[src/rtl/dp_pkg.sv]
package dp_pkg;
  localparam int CW_W   = 16;
  localparam int REG_AW = 3;

  typedef struct packed {
    logic [REG_AW-1:0] dst;
    logic [REG_AW-1:0] src_a;
    logic [REG_AW-1:0] src_b;
    logic              b_sel;
    logic [3:0]        func;
    logic              d_sel;
    logic              wr_en;
  } ctrl_word_t;

  typedef enum logic [3:0] {
    FN_MOV_A  = 4'h0, FN_INC   = 4'h1, FN_ADD   = 4'h2, FN_ADD_C = 4'h3,
    FN_ADD_NB = 4'h4, FN_SUB   = 4'h5, FN_DEC   = 4'h6, FN_MOV_A2 = 4'h7,
    FN_AND    = 4'h8, FN_OR    = 4'h9, FN_XOR   = 4'hA, FN_NOT   = 4'hB,
    FN_PASS_B = 4'hC, FN_SHR   = 4'hD, FN_SHL   = 4'hE, FN_ZERO  = 4'hF
  } func_e;
endpackage

[src/rtl/dp_regfile.sv]
module dp_regfile #(
  parameter int DATA_W = 8,
  parameter int AW     = 3
) (
  input  logic              clk_i,
  input  logic              rst_ni,
  input  logic              we_i,
  input  logic [AW-1:0]     waddr_i,
  input  logic [DATA_W-1:0] wdata_i,
  input  logic [AW-1:0]     raddr_a_i,
  input  logic [AW-1:0]     raddr_b_i,
  output logic [DATA_W-1:0] rdata_a_o,
  output logic [DATA_W-1:0] rdata_b_o
);
  localparam int NREG = 1 << AW;

  logic [DATA_W-1:0] regs_q [NREG];

  for (genvar g = 0; g < NREG; g++) begin : g_reg
    logic load;
    assign load = we_i && (waddr_i == AW'(g));
    always_ff @(posedge clk_i or negedge rst_ni) begin
      if (!rst_ni)   regs_q[g] <= '0;
      else if (load) regs_q[g] <= wdata_i;
    end
  end

  // reads see pre-edge contents
  assign rdata_a_o = regs_q[raddr_a_i];
  assign rdata_b_o = regs_q[raddr_b_i];
endmodule

[src/rtl/dp_arith.sv]
module dp_arith #(
  parameter int DATA_W = 8
) (
  input  logic [DATA_W-1:0] a_i,
  input  logic [DATA_W-1:0] b_i,
  input  logic [1:0]        y_sel_i,
  input  logic              cin_i,
  output logic [DATA_W-1:0] g_o,
  output logic              c_o,
  output logic              v_o
);
  logic [DATA_W-1:0] y;
  logic [DATA_W:0]   sum;

  always_comb begin
    unique case (y_sel_i)
      2'b00:   y = '0;
      2'b01:   y = b_i;
      2'b10:   y = ~b_i;
      default: y = '1;
    endcase
  end

  assign sum = {1'b0, a_i} + {1'b0, y} + {{DATA_W{1'b0}}, cin_i};
  assign g_o = sum[DATA_W-1:0];
  assign c_o = sum[DATA_W];
  assign v_o = (a_i[DATA_W-1] == y[DATA_W-1]) && (sum[DATA_W-1] != a_i[DATA_W-1]);
endmodule

[src/rtl/dp_logic_shift.sv]
module dp_logic_shift #(
  parameter int DATA_W = 8
) (
  input  logic [DATA_W-1:0] a_i,
  input  logic [DATA_W-1:0] b_i,
  input  logic [2:0]        sel_i,
  output logic [DATA_W-1:0] h_o
);
  logic [DATA_W-1:0] shr, shl;

  assign shr = {1'b0, b_i[DATA_W-1:1]};
  assign shl = {b_i[DATA_W-2:0], 1'b0};

  always_comb begin
    unique case (sel_i)
      3'd0:    h_o = a_i & b_i;
      3'd1:    h_o = a_i | b_i;
      3'd2:    h_o = a_i ^ b_i;
      3'd3:    h_o = ~a_i;
      3'd4:    h_o = b_i;
      3'd5:    h_o = shr;
      3'd6:    h_o = shl;
      default: h_o = '0;
    endcase
  end
endmodule

[src/rtl/dp_func_unit.sv]
module dp_func_unit #(
  parameter int DATA_W = 8
) (
  input  logic [DATA_W-1:0] a_i,
  input  logic [DATA_W-1:0] b_i,
  input  logic [3:0]        func_i,
  output logic [DATA_W-1:0] f_o,
  output logic              v_o,
  output logic              c_o,
  output logic              n_o,
  output logic              z_o
);
  logic [DATA_W-1:0] g, h;
  logic              g_c, g_v;

  dp_arith #(.DATA_W(DATA_W)) arith_i (
    .a_i(a_i), .b_i(b_i), .y_sel_i(func_i[2:1]), .cin_i(func_i[0]),
    .g_o(g), .c_o(g_c), .v_o(g_v)
  );

  dp_logic_shift #(.DATA_W(DATA_W)) lsh_i (
    .a_i(a_i), .b_i(b_i), .sel_i(func_i[2:0]), .h_o(h)
  );

  assign f_o = func_i[3] ? h : g;
  assign c_o = !func_i[3] && g_c;
  assign v_o = !func_i[3] && g_v;
  assign n_o = f_o[DATA_W-1];
  assign z_o = (f_o == '0);
endmodule

[src/rtl/ctrl_word_datapath.sv]
module ctrl_word_datapath
  import dp_pkg::*;
#(
  parameter int DATA_W = 8
) (
  input  logic              clk_i,
  input  logic              rst_ni,
  input  logic [CW_W-1:0]   ctrl_word_i,
  input  logic [DATA_W-1:0] const_i,
  input  logic [DATA_W-1:0] data_in_i,
  output logic [DATA_W-1:0] addr_o,
  output logic [DATA_W-1:0] data_o,
  output logic              flag_v_o,
  output logic              flag_c_o,
  output logic              flag_n_o,
  output logic              flag_z_o
);
  ctrl_word_t        cw;
  logic [DATA_W-1:0] bus_a, reg_b, bus_b, bus_d, fu_out;

  assign cw = ctrl_word_t'(ctrl_word_i);

  dp_regfile #(.DATA_W(DATA_W), .AW(REG_AW)) rf_i (
    .clk_i(clk_i), .rst_ni(rst_ni),
    .we_i(cw.wr_en), .waddr_i(cw.dst), .wdata_i(bus_d),
    .raddr_a_i(cw.src_a), .raddr_b_i(cw.src_b),
    .rdata_a_o(bus_a), .rdata_b_o(reg_b)
  );

  assign bus_b = cw.b_sel ? const_i : reg_b;

  dp_func_unit #(.DATA_W(DATA_W)) fu_i (
    .a_i(bus_a), .b_i(bus_b), .func_i(cw.func), .f_o(fu_out),
    .v_o(flag_v_o), .c_o(flag_c_o), .n_o(flag_n_o), .z_o(flag_z_o)
  );

  assign bus_d  = cw.d_sel ? data_in_i : fu_out;
  assign addr_o = bus_a;
  assign data_o = bus_b;
endmodule

[config.mk]
export PLATFORM = sky130hd
export DESIGN_NAME = ctrl_word_datapath
export DESIGN_NICKNAME = d
export VERILOG_FILES = /design/src/rtl/dp_pkg.sv /design/src/rtl/dp_regfile.sv /design/src/rtl/dp_arith.sv /design/src/rtl/dp_logic_shift.sv /design/src/rtl/dp_func_unit.sv /design/src/rtl/ctrl_word_datapath.sv
export SDC_FILE = /design/constraint.sdc
export NUM_CORES = 1
export LEC_CHECK = 0
export BUFFER_PORTS_ARGS = -buffer_cell sky130_fd_sc_hd__buf_2
export CORE_MARGIN = 5
export CORE_UTILIZATION = 45
export DETAILED_ROUTE_END_ITERATION = 16
export HOLD_SLACK_MARGIN = 0.05
export PLACE_DENSITY = 0.63
export SKIP_LAST_GASP = 1
export SYNTH_ARGS = -nofsm -noshare
export SYNTH_HDL_FRONTEND = slang
export SYNTH_SLANG_ARGS = --single-unit
[constraint.sdc]
create_clock -name clk_i -period 3.3 [get_ports clk_i]
set_input_delay 0.165 -clock clk_i [delete_from_list [all_inputs] [get_ports clk_i]]
set_output_delay 0.165 -clock clk_i [all_outputs]
set_load 0.05 [all_outputs]
# --- Word level (Yosys, flattened, before mapping) ---
# Index checks and enable logic that the tools add are counted.
op_classes:
  addsub: 2
  n_lt_le_gt_ge: 2
  n_eq_ne: 17
  muxes: 11
  bitwise_logic: 7
  reduce_logical: 16
ops:
  columns: ["op", "n"]
  rows:
  - ["8-bit 2-to-1 mux", 7]
  - ["8-bit case mux with 7 select lines", 1]
  - ["8-bit binary-select mux with 3-bit select", 2]
  - ["8-bit case mux with 3 select lines", 1]
  - ["3-bit equality test, second input constant", 7]
  - ["8-bit inverter", 2]
  - ["3-bit by 2-bit equality test with 1-bit output, second input constant", 4]
  - ["1-bit logical AND", 11]
  - ["8-bit by 8-bit adder with 9-bit output", 1]
  - ["9-bit by 1-bit adder with 9-bit output", 1]
  - ["8-bit AND", 1]
  - ["4-bit >= comparator, second input constant", 2]
  - ["8-bit logical NOT", 1]
  - ["3-bit inverter with 4-bit output", 2]
  - ["8-bit OR", 1]
  - ["8-bit XOR", 1]
  - ["3-bit by 1-bit equality test with 1-bit output, second input constant", 2]
  - ["3-bit logical NOT", 2]
  - ["2-bit by 1-bit equality test with 1-bit output, second input constant", 1]
  - ["2-bit equality test, second input constant", 1]
  - ["2-bit logical NOT", 1]
  - ["1-bit equality test", 1]
  - ["1-bit logical NOT", 1]
  - ["1-bit != test", 1]
word_totals:
  ff_bits: 64
  in_bits: 34
  out_inout_bits: 20
  word_cells: 63

# --- Logic depth before layout (Yosys ltp) ---
# Gate-level depths: netlist of run 1.
depth:
  ltp_word: 12
  ltp_mapped: 17
  depth_no_buf: 14

# --- Modules after synthesis ---
# From an unflattened synthesis of run 1, not the netlist that was laid out.
hier_totals:
  cells_unflattened: 375
  hier_area_um2: 5177.5
modules_own_cells:
  columns: ["module", "n_inst", "cells_each", "area_per_inst_um2", "seq_area_each_um2"]
  rows:
  - ["dp_regfile", 1, 201, 3543.4, 1601.5]
  - ["dp_logic_shift", 1, 86, 768.2, 0.0]
  - ["dp_arith", 1, 50, 426.7, 0.0]
  - ["ctrl_word_datapath", 1, 18, 262.8, 0.0]
  - ["dp_func_unit", 1, 20, 176.4, 0.0]

# --- Worst setup path before layout of run 1 ---
# No wires, ideal clock.
synth_timing:
  path_type: "input port to output port"
  startpoint: "in ctrl_word_i[8]"
  endpoint: "out flag_z_o"
  arrival_time_ns: 4.126
  required_time_ns: 3.135
  slack_ns: -0.991
  path_stages: 15
  path_buffers: 2
  cell_sequence: "buf_6 -> buf_6 -> mux2i_1 -> a22o_1 -> o31ai_2 -> inv_1 -> nand2_1 -> o21ai_0 -> ha_1 -> nand3_1 -> o211ai_1 -> a31oi_1 -> xor2_1 -> o211ai_2 -> nor3_2"
synth_via:
  elab_chain_len: 11
  elab_cells_between_ends: 15
  cone_classes: "add/sub (2); mux (7); bitwise (5); reduce/logical (1)"
synth_lines:
  columns: ["element", "line", "rtl"]
  rows:
  - ["start, declared", "ctrl_word_datapath.sv:8", "input logic [CW_W-1:0] ctrl_word_i,"]
  - ["3-bit inverter with 4-bit output (implied by the code) (*)", "dp_regfile.sv:30", "assign rdata_b_o = regs_q[raddr_b_i];"]
  - ["8-bit binary-select mux with 3-bit select (*)", "dp_regfile.sv:30", null]
  - ["8-bit 2-to-1 mux (implied by the code) (*) (2 in a row)", "dp_regfile.sv:30", null]
  - ["8-bit 2-to-1 mux (*)", "ctrl_word_datapath.sv:30", "assign bus_b = cw.b_sel ? const_i : reg_b;"]
  - ["net data_o[2]", "ctrl_word_datapath.sv:12", "output logic [DATA_W-1:0] data_o,"]
  - ["8-bit inverter", "dp_arith.sv:19", "2'b10: y = ~b_i;"]
  - ["8-bit case mux with 3 select lines (*)", "dp_arith.sv:16", "unique case (y_sel_i)"]
  - ["8-bit by 8-bit adder with 9-bit output (*)", "dp_arith.sv:24", "assign sum = {1'b0, a_i} + {1'b0, y} + {{DATA_W{1'b0}}, cin_i};"]
  - ["9-bit by 1-bit adder with 9-bit output (*)", "dp_arith.sv:24", null]
  - ["8-bit 2-to-1 mux (*)", "dp_func_unit.sv:25", "assign f_o = func_i[3] ? h : g;"]
  - ["net flag_n_o", "ctrl_word_datapath.sv:15", "output logic flag_n_o,"]
  - ["8-bit logical NOT (*)", "dp_func_unit.sv:29", "assign z_o = (f_o == '0);"]
  - ["end, declared", "ctrl_word_datapath.sv:16", "output logic flag_z_o"]
# Mark *: on every way through the listed nets, which the timed path passes. The rest lies on a longest branch. The select of a mux whose other input is x is not followed.

# --- Worst setup path after layout of run 1 ---
layout_timing:
  startpoint: "reg rf_i.regs_q[8] (netlist name)"
  endpoint: "out flag_z_o"
layout_via:
  elab_chain_len: 10
  elab_cells_between_ends: 18
  cone_classes: "add/sub (2); mux (10); bitwise (5); reduce/logical (1)"
layout_lines:
  columns: ["element", "line", "rtl"]
  rows:
  - ["start, declared", "dp_regfile.sv:17", "logic [DATA_W-1:0] regs_q [NREG];"]
  - ["start signal, assigned by index", "dp_regfile.sv:24", "else if (load) regs_q[g] <= wdata_i;"]
  - ["8-bit binary-select mux with 3-bit select", "dp_regfile.sv:30", null]
  - ["8-bit 2-to-1 mux (implied by the code) (2 in a row)", "dp_regfile.sv:30", null]
  - ["8-bit 2-to-1 mux", "ctrl_word_datapath.sv:30", null]
  - ["8-bit inverter", "dp_arith.sv:19", null]
  - ["8-bit case mux with 3 select lines", "dp_arith.sv:16", null]
  - ["8-bit by 8-bit adder with 9-bit output", "dp_arith.sv:24", null]
  - ["9-bit by 1-bit adder with 9-bit output", "dp_arith.sv:24", null]
  - ["8-bit 2-to-1 mux (*)", "dp_func_unit.sv:25", null]
  - ["8-bit logical NOT (*)", "dp_func_unit.sv:29", null]
# Mark *: on every way between the ends. The rest lies on a longest branch, timed or not. The select of a mux whose other input is x is not followed.

==> results.md, run 1 <==
* Dpl hpwl at 11,400 µm
* Placed inst area at 0.00586 mm²
* Total Wirelength at 15,200 µm
* Slew @ Worst Pin at 1.03 ns
* Worst-skew pair later-pin latency at ~0.34 ns
* Grt ovf at 0
* Vias at 4,596
* Core box area at 0.0108 mm²
* Fin util at 60.0%
* Fillcell total at 929
* Biggest regs: rf_i.regs_q x64
* CTS Sinks at 64
* Share of cells above drive strength 1 at 40.9%
* Synth Area in Compound Gates at 21.9%
* Largest net degree at the start of global routing at 40
* Primary FF master, synth: dfrtp_1
* Endpoints failing setup at 52
* Yosys reg bits at between 60 and 70
* 1st-pass router iterations at 4
* Status: finished, violations left
* Commonest cells after routing, fill and taps aside: nand2_1, buf_4, dfrtp_1
* CP Capture Type: output pin
* Flop pwr share at 28.0%
* Post-Synth Simple-Gate Area at 13.6%
* Total GRT Usage at between 20% and 30%
* Initial core utilization at 45.7%
* Die area at 0.0132 mm²
* Synth Cell Area at 0.00496 mm²
* Placer Congestion at roughly 0.9
* Cell family with most CP delay: adder cells
* Clock transition at the registers of the reported paths at 0.07 ns
* Internal reg-to-reg setup slack at -0.50 ns
* Critical path's largest stage delay at between 0.4 and 0.5 ns
* Layout net count at 702
* Slew Limit Headroom at 31.2%
* Switching pwr at 0.00166 W
* Synth Area per Inst at 9.57 µm²
* DP Worst Slack at -0.478 ns
* Initial DRC Count at 318
* Combinational power share at 55.6%
* Failing checks: setup timing
* Root Buffer: clkbuf_8
* Antenna viol nets, final at 0
* Vias in the first global route at 4,565
* Critical-path cell list: buf_4 > mux4_2 > mux2i_4 > inv_4 > fa_2 > fa_2 > a21o_1 > a21oi_2 > o21ai_2 > xor2_1 > a221oi_2 > nand4_1 > nor3_4 > buf_6
* Maxcap violations at 0
* VDD IR max at 0.000375 V
* Setup crit start: rf_i.regs_q[8]
* Power density over the cells at 635 mW/mm²
* First-pass GRT wire length at approximately 24,000 µm
* Via density at 5.83
* Worst reg2reg path startpoint: rf_i.regs_q[8]
* Ys async rst share at 100%
* Main combinational cell family by area after synthesis: compound AO/OA/AOI/OAI gates
* Mapped Cells at 518
* Crit-path max FO at 2
* Skew final at 0.00540 ns
* Cell internal pwr at 0.00247 W
* Post-synthesis cell type count at 72
* CP endpoint: flag_z_o
* Final period util at 120%
* CP required at 3.13 ns
* Register with the most flip-flops: rf_i.regs_q
* Die W at 115 µm
* Site Rows at 38
* Layout area overhead at 31.2%
* Critical Path Stages at 14
* Unrepaired setup endpoints after global routing: true
* Post-synth top area share at 32.3%
* HP Class: input pin to register
* R2R depth at 18
* Slowest-stage cell, CP: mux4_2
* Ant. Diodes at 0
* Most frequent CP cell: fa_2
* Startpoint types: register
* Port Buffers at 53
* DRC at 0
* Final Worst Setup Slack at -0.666 ns
* Final Critical Period at 3.97 ns
* Most common cell after layout, fill and taps aside: nand2_1
* Synthesized Nets at 577
* FF-to-FF End: rf_i.regs_q[39]
* Max reg flops at 64
* Power share of the clock group at 16.3%
* Post-Synth Adder-Cell Area at 6.61%
* Mux share of post-synthesis cell area at 19.0%
* Dominant cell type by area after synthesis: dfrtp_1
* CP arrival at 3.80 ns
* Final slew viol count at 0
* Initial antenna violation count at 0
* Io pins at 54
* Cell area after layout at 0.00650 mm²
* Ranking of synthesized cells by area: dfrtp_1, nand2_1, ha_1, mux4_2, mux2i_1
* EDFF count, synth at 0
* Sequential area share after synthesis at about 32%
* CTS Buf Count at 9
* Die Ht at 115 µm
* Setup CP Type: register to output pin
* Post-Synth XOR/XNOR Area at under 10%
* CTS Buffer Depth at 2
* Leakage at 3.08 nW
* Buf/Inv on CP at 3
* Sw Share at 40.3%
* Fmax at 252 MHz
* Routed WL per cell at 19.3 µm
* Fin. Hold Viols at 0
* # H-tree levels at 3
* CTS tree: done
* Synth Warn # at 0
## final cells by class
| type | instances | area [µm²] | area share (%) |
|---|---|---|---|
| multi-input combinational | 401 | 3400 | 52.3 |
| sequential | 64 | 1600 | 24.6 |
| timing repair buffer | 143 | 1030 | 15.9 |
| tap | 140 | 175 | 2.69 |
| clock buffer | 13 | 159 | 2.44 |
| inverter | 24 | 92.6 | 1.42 |
| clock inverter | 3 | 40.0 | 0.616 |
## synthesized netlist by cell type (all sizes together), types with 3 or more instances
cell,number
a211oi,4
a21o,6
a21oi,10
a221o,3
a221oi,4
a22o,6
a22oi,5
and2,3
buf,13
clkbuf,16
dfrtp,64
ha,23
inv,22
mux2,17
mux2i,25
mux4,19
nand2,93
nand2b,6
nand3,8
nor2,16
nor2b,8
nor3,6
o211ai,4
o21ai,78
o22ai,9
o31a,3
o31ai,3
or2,5
xnor2,3
xor2,4
## through the flow
stage	setup TNS (ns)	power, W	hold slack, ns	instances
2_1_floorplan	-2.32	0.00240	-0.131	518
3_3_place_gp	-6.06	0.00302	0.323	755
3_5_place_dp	-8.85	0.00308	0.343	755
4_1_cts	-11.70	0.00395	0.195	784
5_1_grt	-20.19	0.00439	0.200	788
6_report	-13.38	0.00413	0.190	788
## worst min-delay path by stage
stage,from,cells after the start,end
floorplan,rst_ni,0,rf_i.regs_q[0]
global placement,rst_ni,1,rf_i.regs_q[1]
detailed placement,rst_ni,1,rf_i.regs_q[1]
CTS,data_in_i[7],3,rf_i.regs_q[63]
global route,data_in_i[3],3,rf_i.regs_q[43]
finish,data_in_i[3],3,rf_i.regs_q[43]
## kinds of logic (layout without fill, tap and decap cells)
kind of cell	count (synthesis)	in the layout
simple gates	152	152
flops	64	64
fa+ha+maj	25	25
compound gates	156	156
xor+xnor	7	7
buf+inv	53	183
mux	61	61
## layer usage
metal | up-vias | wire [µm] | global-route usage (%)
li1 | 2164 | - | -
met1 | 2256 | 6760 | 32.3
met2 | 144 | 7360 | 39.3
met3 | 32 | 768 | 3.58
met4 | 0 | 320 | 7.36
met5 | - | 0 | 0
## power groups by stage
stage | sequential (W) | clock, W | combinational (W)
after global routing | 0.00118 | 0.000726 | 0.00248
after CTS | 0.00115 | 0.000685 | 0.00212
final | 0.00116 | 0.000675 | 0.00230
after detailed placement | 0.00116 | 0 | 0.00192
after global placement | 0.00114 | 0 | 0.00187
after floorplan | 0.00111 | 0 | 0.00129
## tightest hold or removal path, cell delays in order
cell       delay, ns
buf_2           0.11
o2bb2ai_4       0.11
o21ai_2         0.12
## repair_timing
action,4_1_cts,5_1_grt
setup endpoints to repair,44,57
buffers inserted,16,10
hold buffers,1,0
gates resized for setup,44,41
endpoints found under the hold margin,38,0
pin swaps,34,36
No activity file was read; power rests on OpenSTA's default activity.
==> inputs of run 2 (changes only) <==
RECOVER_POWER = 100   (was default)
==> run 2 against run 1 <==
Compared with the run above:
- the flow finishes with violations (capacitance limit, slew limit, setup timing)
- global-route usage did not move
- routed wire length about the same
- first-iteration DRC count rose by 16%
- combinational power about the same
- die area did not move
- register-to-register slack about the same
- non-clock buffer count unchanged
- critical path depth stayed put
- largest cell class unchanged
- largest power group unchanged
==> results.md, run 2 (synthesis gave the netlist of run 1 again) <==
* Status: finished, violations left
* Failing checks: capacitance limit, slew limit, setup timing
* Total GRT Usage at 23.8% (unchanged)
* Biggest regs: rf_i.regs_q x64
* Largest net degree at the start of global routing at 40 (unchanged)
* Io pins at 54 (unchanged)
* Cell area after layout at 0.00645 mm² (-0.75%)
* Layout net count at 702 (unchanged)
* First-pass GRT wire length at 24,300 µm (unchanged)
* Root Buffer: clkbuf_8
* Via density at 5.81 (-0.44%)
* Slew Limit Headroom at -43.6% (-75 points)
* Dpl hpwl at 11,400 µm (unchanged)
* Grt ovf at 0 (unchanged)
* CTS tree: done
* DRC at 0 (unchanged)
* Power density over the cells at 636 mW/mm² (+0.23%)
* Port Buffers at 53 (unchanged)
* Setup CP Type: register to output pin
* Die W at 115 µm (unchanged)
* Placer Congestion at 0.901 (unchanged)
* Clock transition at the registers of the reported paths at 0.07 ns (about the same)
* Total Wirelength at 15,200 µm (about the same)
* CTS Buffer Depth at 2 (unchanged)
* Worst-skew pair later-pin latency at 0.34 ns (about the same)
* DP Worst Slack at -0.478 ns (unchanged)
* Internal reg-to-reg setup slack at -0.50 ns (about the same)
* Unrepaired setup endpoints after global routing: true
* Initial DRC Count at 368 (+16%)
* CP Capture Type: output pin
* Placed inst area at 0.00586 mm² (unchanged)
* Core box area at 0.0108 mm² (unchanged)
* Critical-path cell list: buf_4 > mux4_2 > mux2i_4 > inv_4 > fa_2 > fa_2 > a21o_1 > a21oi_2 > o21ai_2 > xor2_1 > a221oi_2 > nand4_1 > nor3_4 > buf_6
* Antenna viol nets, final at 0 (unchanged)
* VDD IR max at 0.000374 V (-0.38%)
* Ant. Diodes at 0 (unchanged)
* Die area at 0.0132 mm² (unchanged)
* Slew @ Worst Pin at 2.15 ns (+1.13 ns)
* Routed WL per cell at 19.3 µm (about the same)
* Final period util at 121% (+0.54 points)
* Maxcap violations at 1 (+1)
* Most frequent CP cell: fa_2
* Most common cell after layout, fill and taps aside: nand2_1
* Max reg flops at 64 (unchanged)
* Crit-path max FO at 2 (unchanged)
* Site Rows at 38 (unchanged)
* Final Critical Period at 3.98 ns (+0.0178 ns)
* Fin. Hold Viols at 0 (unchanged)
* Share of cells above drive strength 1 at 38.6% (-2.3 points)
* CTS Buf Count at 9 (unchanged)
* Layout area overhead at 30.2%
* Initial antenna violation count at 0 (unchanged)
* Leakage at 3.04 nW (-1.2%)
* CTS Sinks at 64 (unchanged)
* Critical path's largest stage delay at 0.49 ns (about the same)
* Final slew viol count at 40 (+40)
* 1st-pass router iterations at 4 (unchanged)
* Die Ht at 115 µm (unchanged)
* Startpoint types: register
* Commonest cells after routing, fill and taps aside: nand2_1, buf_4, dfrtp_1
* Initial core utilization at 45.7% (unchanged)
* # H-tree levels at 3 (unchanged)
* Endpoints failing setup at 52 (unchanged)
* HP Class: input pin to register
* Fmax at 251 MHz (-0.45%)
* CP arrival at 3.82 ns (+0.02 ns)
* Register with the most flip-flops: rf_i.regs_q
* Vias at 4,576 (-0.44%)
* Vias in the first global route at 4,565 (unchanged)
* Skew final at 0.00450 ns (-0.000901 ns)
* CP required at 3.13 ns (about the same)
* Final Worst Setup Slack at -0.684 ns (-0.0178 ns)
* Slowest-stage cell, CP: mux4_2
run 2: area by class of cell:
class	count	area, µm²
clock buffers	13	159
clock inverters	3	40.0
fillers	933	4390
inverters	24	92.6
multi-input cells	401	3370
flip-flops and latches	64	1600
well taps	140	175
repair buffers	143	1010
run 2: path summary, 6_finish.rpt:
kind | depth (start not counted) | start | to
setup / recovery | 14 | rf_i.regs_q[8] | flag_z_o
hold / removal | 3 | data_in_i[3] | rf_i.regs_q[43]
setup reg to reg | 18 | rf_i.regs_q[8] | rf_i.regs_q[39]
min in group asynchronous | 2 | rst_ni | rf_i.regs_q[1]
max in group asynchronous | 3 | rst_ni | rf_i.regs_q[56]
hold reg to reg | 2 | rf_i.regs_q[52] | rf_i.regs_q[52]
run 2: where the power goes:
part,internal (W),switching (W)
Clock,0.000388,0.000290
Combinational,0.00107,0.00120
Sequential,0.000993,0.000162
run 2: metrics by stage:
stage,total power (W),utilization [%],std cells,hold slack (ns),TNS (ns)
after floorplan,0.00240,-,518,-0.131,-2.32
after global placement,0.00302,54.1,755,0.323,-6.06
after detailed placement,0.00308,54.1,755,0.343,-8.85
after CTS,0.00395,58.2,784,0.195,-11.70
after global routing,0.00437,59.5,788,0.200,-20.19
final,0.00411,59.5,788,0.188,-13.73
run 2: layer usage:
metal	global-route usage, %	vias to the layer above	share of wire [%]
li1	-	2162	-
met1	32.3	2242	44
met2	39.3	147	49
met3	3.58	25	5.4
met4	7.36	0	1.8
met5	0	-	0
run 2: timing repair:
action,in CTS,in global routing
pin swaps,34,36
endpoints found under the hold margin,38,0
setup endpoints to repair,44,57
gates resized for setup,44,41
hold buffers,1,0
buffers inserted,16,10
run 2: worst max-delay path: cells and delay by family (launching register included):
kind	cells	cell delay, ns
compound gates	4	0.74
xor+xnor	1	0.15
fa+ha+maj	2	0.76
buf+inv	3	0.38
flops	1	0.38
mux	2	0.73
simple gates	2	0.33
==> inputs of run 3 (changes only) <==
ABC_AREA = 1   (was default)
==> run 3 against run 2 <==
Compared with the run above:
- the run still ends with capacitance limit, slew limit, setup timing left
- non-clock buffer count fell by 59
- final area fell by 5.1%
- register-to-register slack improved by 0.85 ns
==> results.md, run 3 <==
* Synth Warn # at 0 (unchanged)
* DRC at 0 (unchanged)
* Skew final at 0.00619 ns (+0.00170 ns)
* Antenna viol nets, final at 0 (unchanged)
* Via density at 5.56 (-4.3%)
* Die W at 119 µm (+3.3%)
* Synth Cell Area at 0.00532 mm² (+7.3%)
* Die area at 0.0141 mm² (+6.7%)
* Total Wirelength at 17,700 µm (+16%)
* Hold Path Stages at 4 (+1)
* FF-to-FF End: rf_i.regs_q[46]
* Failing checks: capacitance limit, slew limit, setup timing
* Vias in the first global route at 5,640 (+24%)
* Final slew viol count at 44 (+10%)
* Placer Congestion at 0.949 (+5.4%)
* First-pass GRT wire length at 28,800 µm (+19%)
* Mapped Cells at 833 (+61%)
* Worst-skew pair later-pin latency at 0.33 ns (about the same)
* Unrepaired setup endpoints after global routing: true
* Maxcap violations at 1 (unchanged)
* Final Worst Setup Slack at -0.0355 ns (+0.649 ns)
* Final setup TNS at -0.0355 ns (+13.69 ns)
* Hold path start: data_in_i[7]
* Share of cells above drive strength 1 at 16.8% (-22 points)
* Routed WL per cell at 17.1 µm (-11%)
* Most frequent cell after synthesis: nand2_1
* Sequential area share after synthesis at 30.1% (-2.2 points)
* Grt ovf at 0 (unchanged)
* Clock transition at the registers of the reported paths at 0.06 ns (about the same)
* Commonest cells post-synth: nand2_1, nand3_1, inv_1, dfrtp_1, o21ai_0
* R2R depth at 20 (+2)
* Initial DRC Count at 671 (+82%)
* Final Critical Period at 3.34 ns (-0.649 ns)
* Layout net count at 945 (+35%)
* Hold endpoint: rf_i.regs_q[47]
* VDD IR max at 0.000279 V (-25%)
* Cell area after layout at 0.00612 mm² (-5.1%)
* CTS Buf Count at 9 (unchanged)
* Biggest regs: rf_i.regs_q x64
* Yosys reg bits at 64 (unchanged)
* Setup CP Type: register to output pin
* Ant. Diodes at 0 (unchanged)
* Dominant cell type by area after synthesis: dfrtp_1
* Commonest cells after routing, fill and taps aside: nand2_1, nand3_1, inv_1
* Largest net degree at the start of global routing at 44 (+10%)
* Internal reg-to-reg setup slack at 0.35 ns (+0.85 ns)
* Power Total at 0.00330 W (-20%)
* Number of cells after detailed placement at 1,017 (+35%)
* CP required at 3.13 ns (about the same)
* EDFF count, synth at 0 (unchanged)
* CTS Sinks at 64 (unchanged)
* Initial antenna violation count at 0 (unchanged)
* Slew Limit Headroom at -60.3% (-17 points)
* Slew @ Worst Pin at 2.40 ns (+0.250 ns)
* Port Buffers at 53 (unchanged)
* Initial core utilization at 46.2% (+0.48 points)
* Site Rows at 39 (+2.6%)
* Status: finished, violations left
* Non-Filler Instances at 1,034 (+31%)
* HP Class: input pin to register
* # H-tree levels at 3 (unchanged)
* Total GRT Usage at 25.4% (+1.7 points)
* Startpoint types: register
* Post-synth top area share at 30.1% (-2.2 points)
* Synth Area per Inst at 6.39 µm² (-33%)
* Worst reg2reg path startpoint: rf_i.regs_q[32]
* Final period util at 101% (-20 points)
* Synthesized Nets at 892 (+55%)
* Area of the multi-input gates at 0.00313 mm² (-7.0%)
* CTS tree: done
* Dpl hpwl at 13,300 µm (+17%)
* Fin. Hold Viols at 0 (unchanged)
* Primary FF master, synth: dfrtp_1
* CP arrival at 3.17 ns (-0.65 ns)
* Endpoints failing setup at 1 (-98%)
* Hold WS at 0.262 ns (+0.0746 ns)
* 1st-pass router iterations at 5 (+1)
* Register with the most flip-flops: rf_i.regs_q
* Die Ht at 119 µm (+3.3%)
* Most common cell after layout, fill and taps aside: nand2_1
* Io pins at 54 (unchanged)
* Ys async rst share at 100% (unchanged)
* CTS Buffer Depth at 2 (unchanged)
* Fmax at 300 MHz (+19%)
* Core box area at 0.0115 mm² (+6.2%)
* Max reg flops at 64 (unchanged)
* Layout area overhead at 15.1%
* Ranking of synthesized cells by area: dfrtp_1, nand2_1, nand3_1, inv_1, ha_1
* Register area at 0.00160 mm² (unchanged)
* Power density over the cells at 539 mW/mm² (-15%)
* Leakage at 3.27 nW (+7.4%)
* Placed inst area at 0.00578 mm² (-1.3%)
* Crit-path max FO at 3 (+1)
* Root Buffer: clkbuf_16
* Post-synthesis cell type count at 28 (-61%)
* Vias at 5,744 (+26%)
* CP Capture Type: output pin
* Fillcell total at 1,193 (+28%)
[run 3: cell count changes after synthesis, moves of 9 or more]
cell | before | now
o211ai_1 | 3 | 15
mux2_2 | 16 | 0
nand2_1 | 93 | 284
inv_1 | 20 | 106
mux2i_1 | 22 | 0
a21oi_1 | 10 | 19
nand2_2 | 0 | 9
o21ai_1 | 43 | 8
nand3_1 | 8 | 165
mux4_2 | 11 | 0
[run 3: final cells by class]
class                           instances  area share, %
Inverter                              111           6.85
Multi-Input combinational cell        616           51.2
Clock buffer                           12           3.86
Clock inverter                          4          0.736
Timing Repair Buffer                   84           8.30
Tap cell                              143           2.92
Sequential cell                        64           26.2
[run 3: metal layers]
metal  global-route usage [%]  vias up  wire length [µm]
met5                        0        -                 0
met4                     9.70        0               629
met3                     3.77       39              1090
met2                     42.5      226              8480
met1                     33.4     2709              7500
li1                         -     2770                 -
[run 3: cells by family (layout without fill, tap and decap cells)]
kind of cell | count (synthesis) | after routing | synth area share, %
AND/OR/NAND/NOR | 503 | 503 | 42.1
buffers and inverters | 153 | 211 | 12.2
AO/OA/AOI/OAI | 85 | 85 | 8.91
flip-flops | 64 | 64 | 30.1
adder cells (fa/ha/maj) | 25 | 25 | 6.16
XOR/XNOR | 3 | 3 | 0.494
[run 3: repair_timing]
item                                   4_1_cts  5_1_grt
gates resized for setup                      7       23
cloned                                       0        0
pin swaps                                    1       11
hold buffers                                 1        0
buffers inserted                             0        0
endpoints found under the hold margin       42        0
setup endpoints to repair                    2        2
[run 3: where the power goes]
group	switching, W	internal (W)
Combinational	0.000908	0.000416
Sequential	0.0000895	0.000969
Clock	0.000337	0.000581
[run 3: worst max-delay path, stage by stage, from the launching register on]
cell and delay [ns]:
dfrtp_1 0.37, inv_2 0.07, nand2_1 0.05, nand3_1 0.08
nand3_1 0.10, nand3_2 0.10, nand2_2 0.09, nand2_2 0.07
o21ai_2 0.06, fa_2 0.38, fa_2 0.42, nand3_2 0.07
nand2_2 0.06, nand2_2 0.06, nand2_2 0.05, a21oi_2 0.15
nand2_1 0.08, nand3_2 0.07, nand2_1 0.05, nor2_1 0.10
nand2_1 0.08, nor2_2 0.12, buf_6 0.16
[run 3: through the flow]
stage	utilization [%]	worst slack [ns]
floorplan	-	-0.0690
global placement	50.2	0.169
detailed placement	50.2	0.113
CTS	52.9	0.0120
global route	53.2	-0.256
finish	53.2	-0.0355
[run 3: worst max path at each step]
stage	start	endpoint	slack (ns)	cells after the start
2_1_floorplan	ctrl_word_i[7]	flag_z_o	-0.07	21
3_3_place_gp	ctrl_word_i[7]	flag_z_o	0.17	23
3_5_place_dp	ctrl_word_i[7]	flag_z_o	0.11	23
4_1_cts	rf_i.regs_q[16]	flag_z_o	0.01	22
5_1_grt	rf_i.regs_q[8]	flag_z_o	-0.26	22
6_report	rf_i.regs_q[32]	flag_z_o	-0.04	22
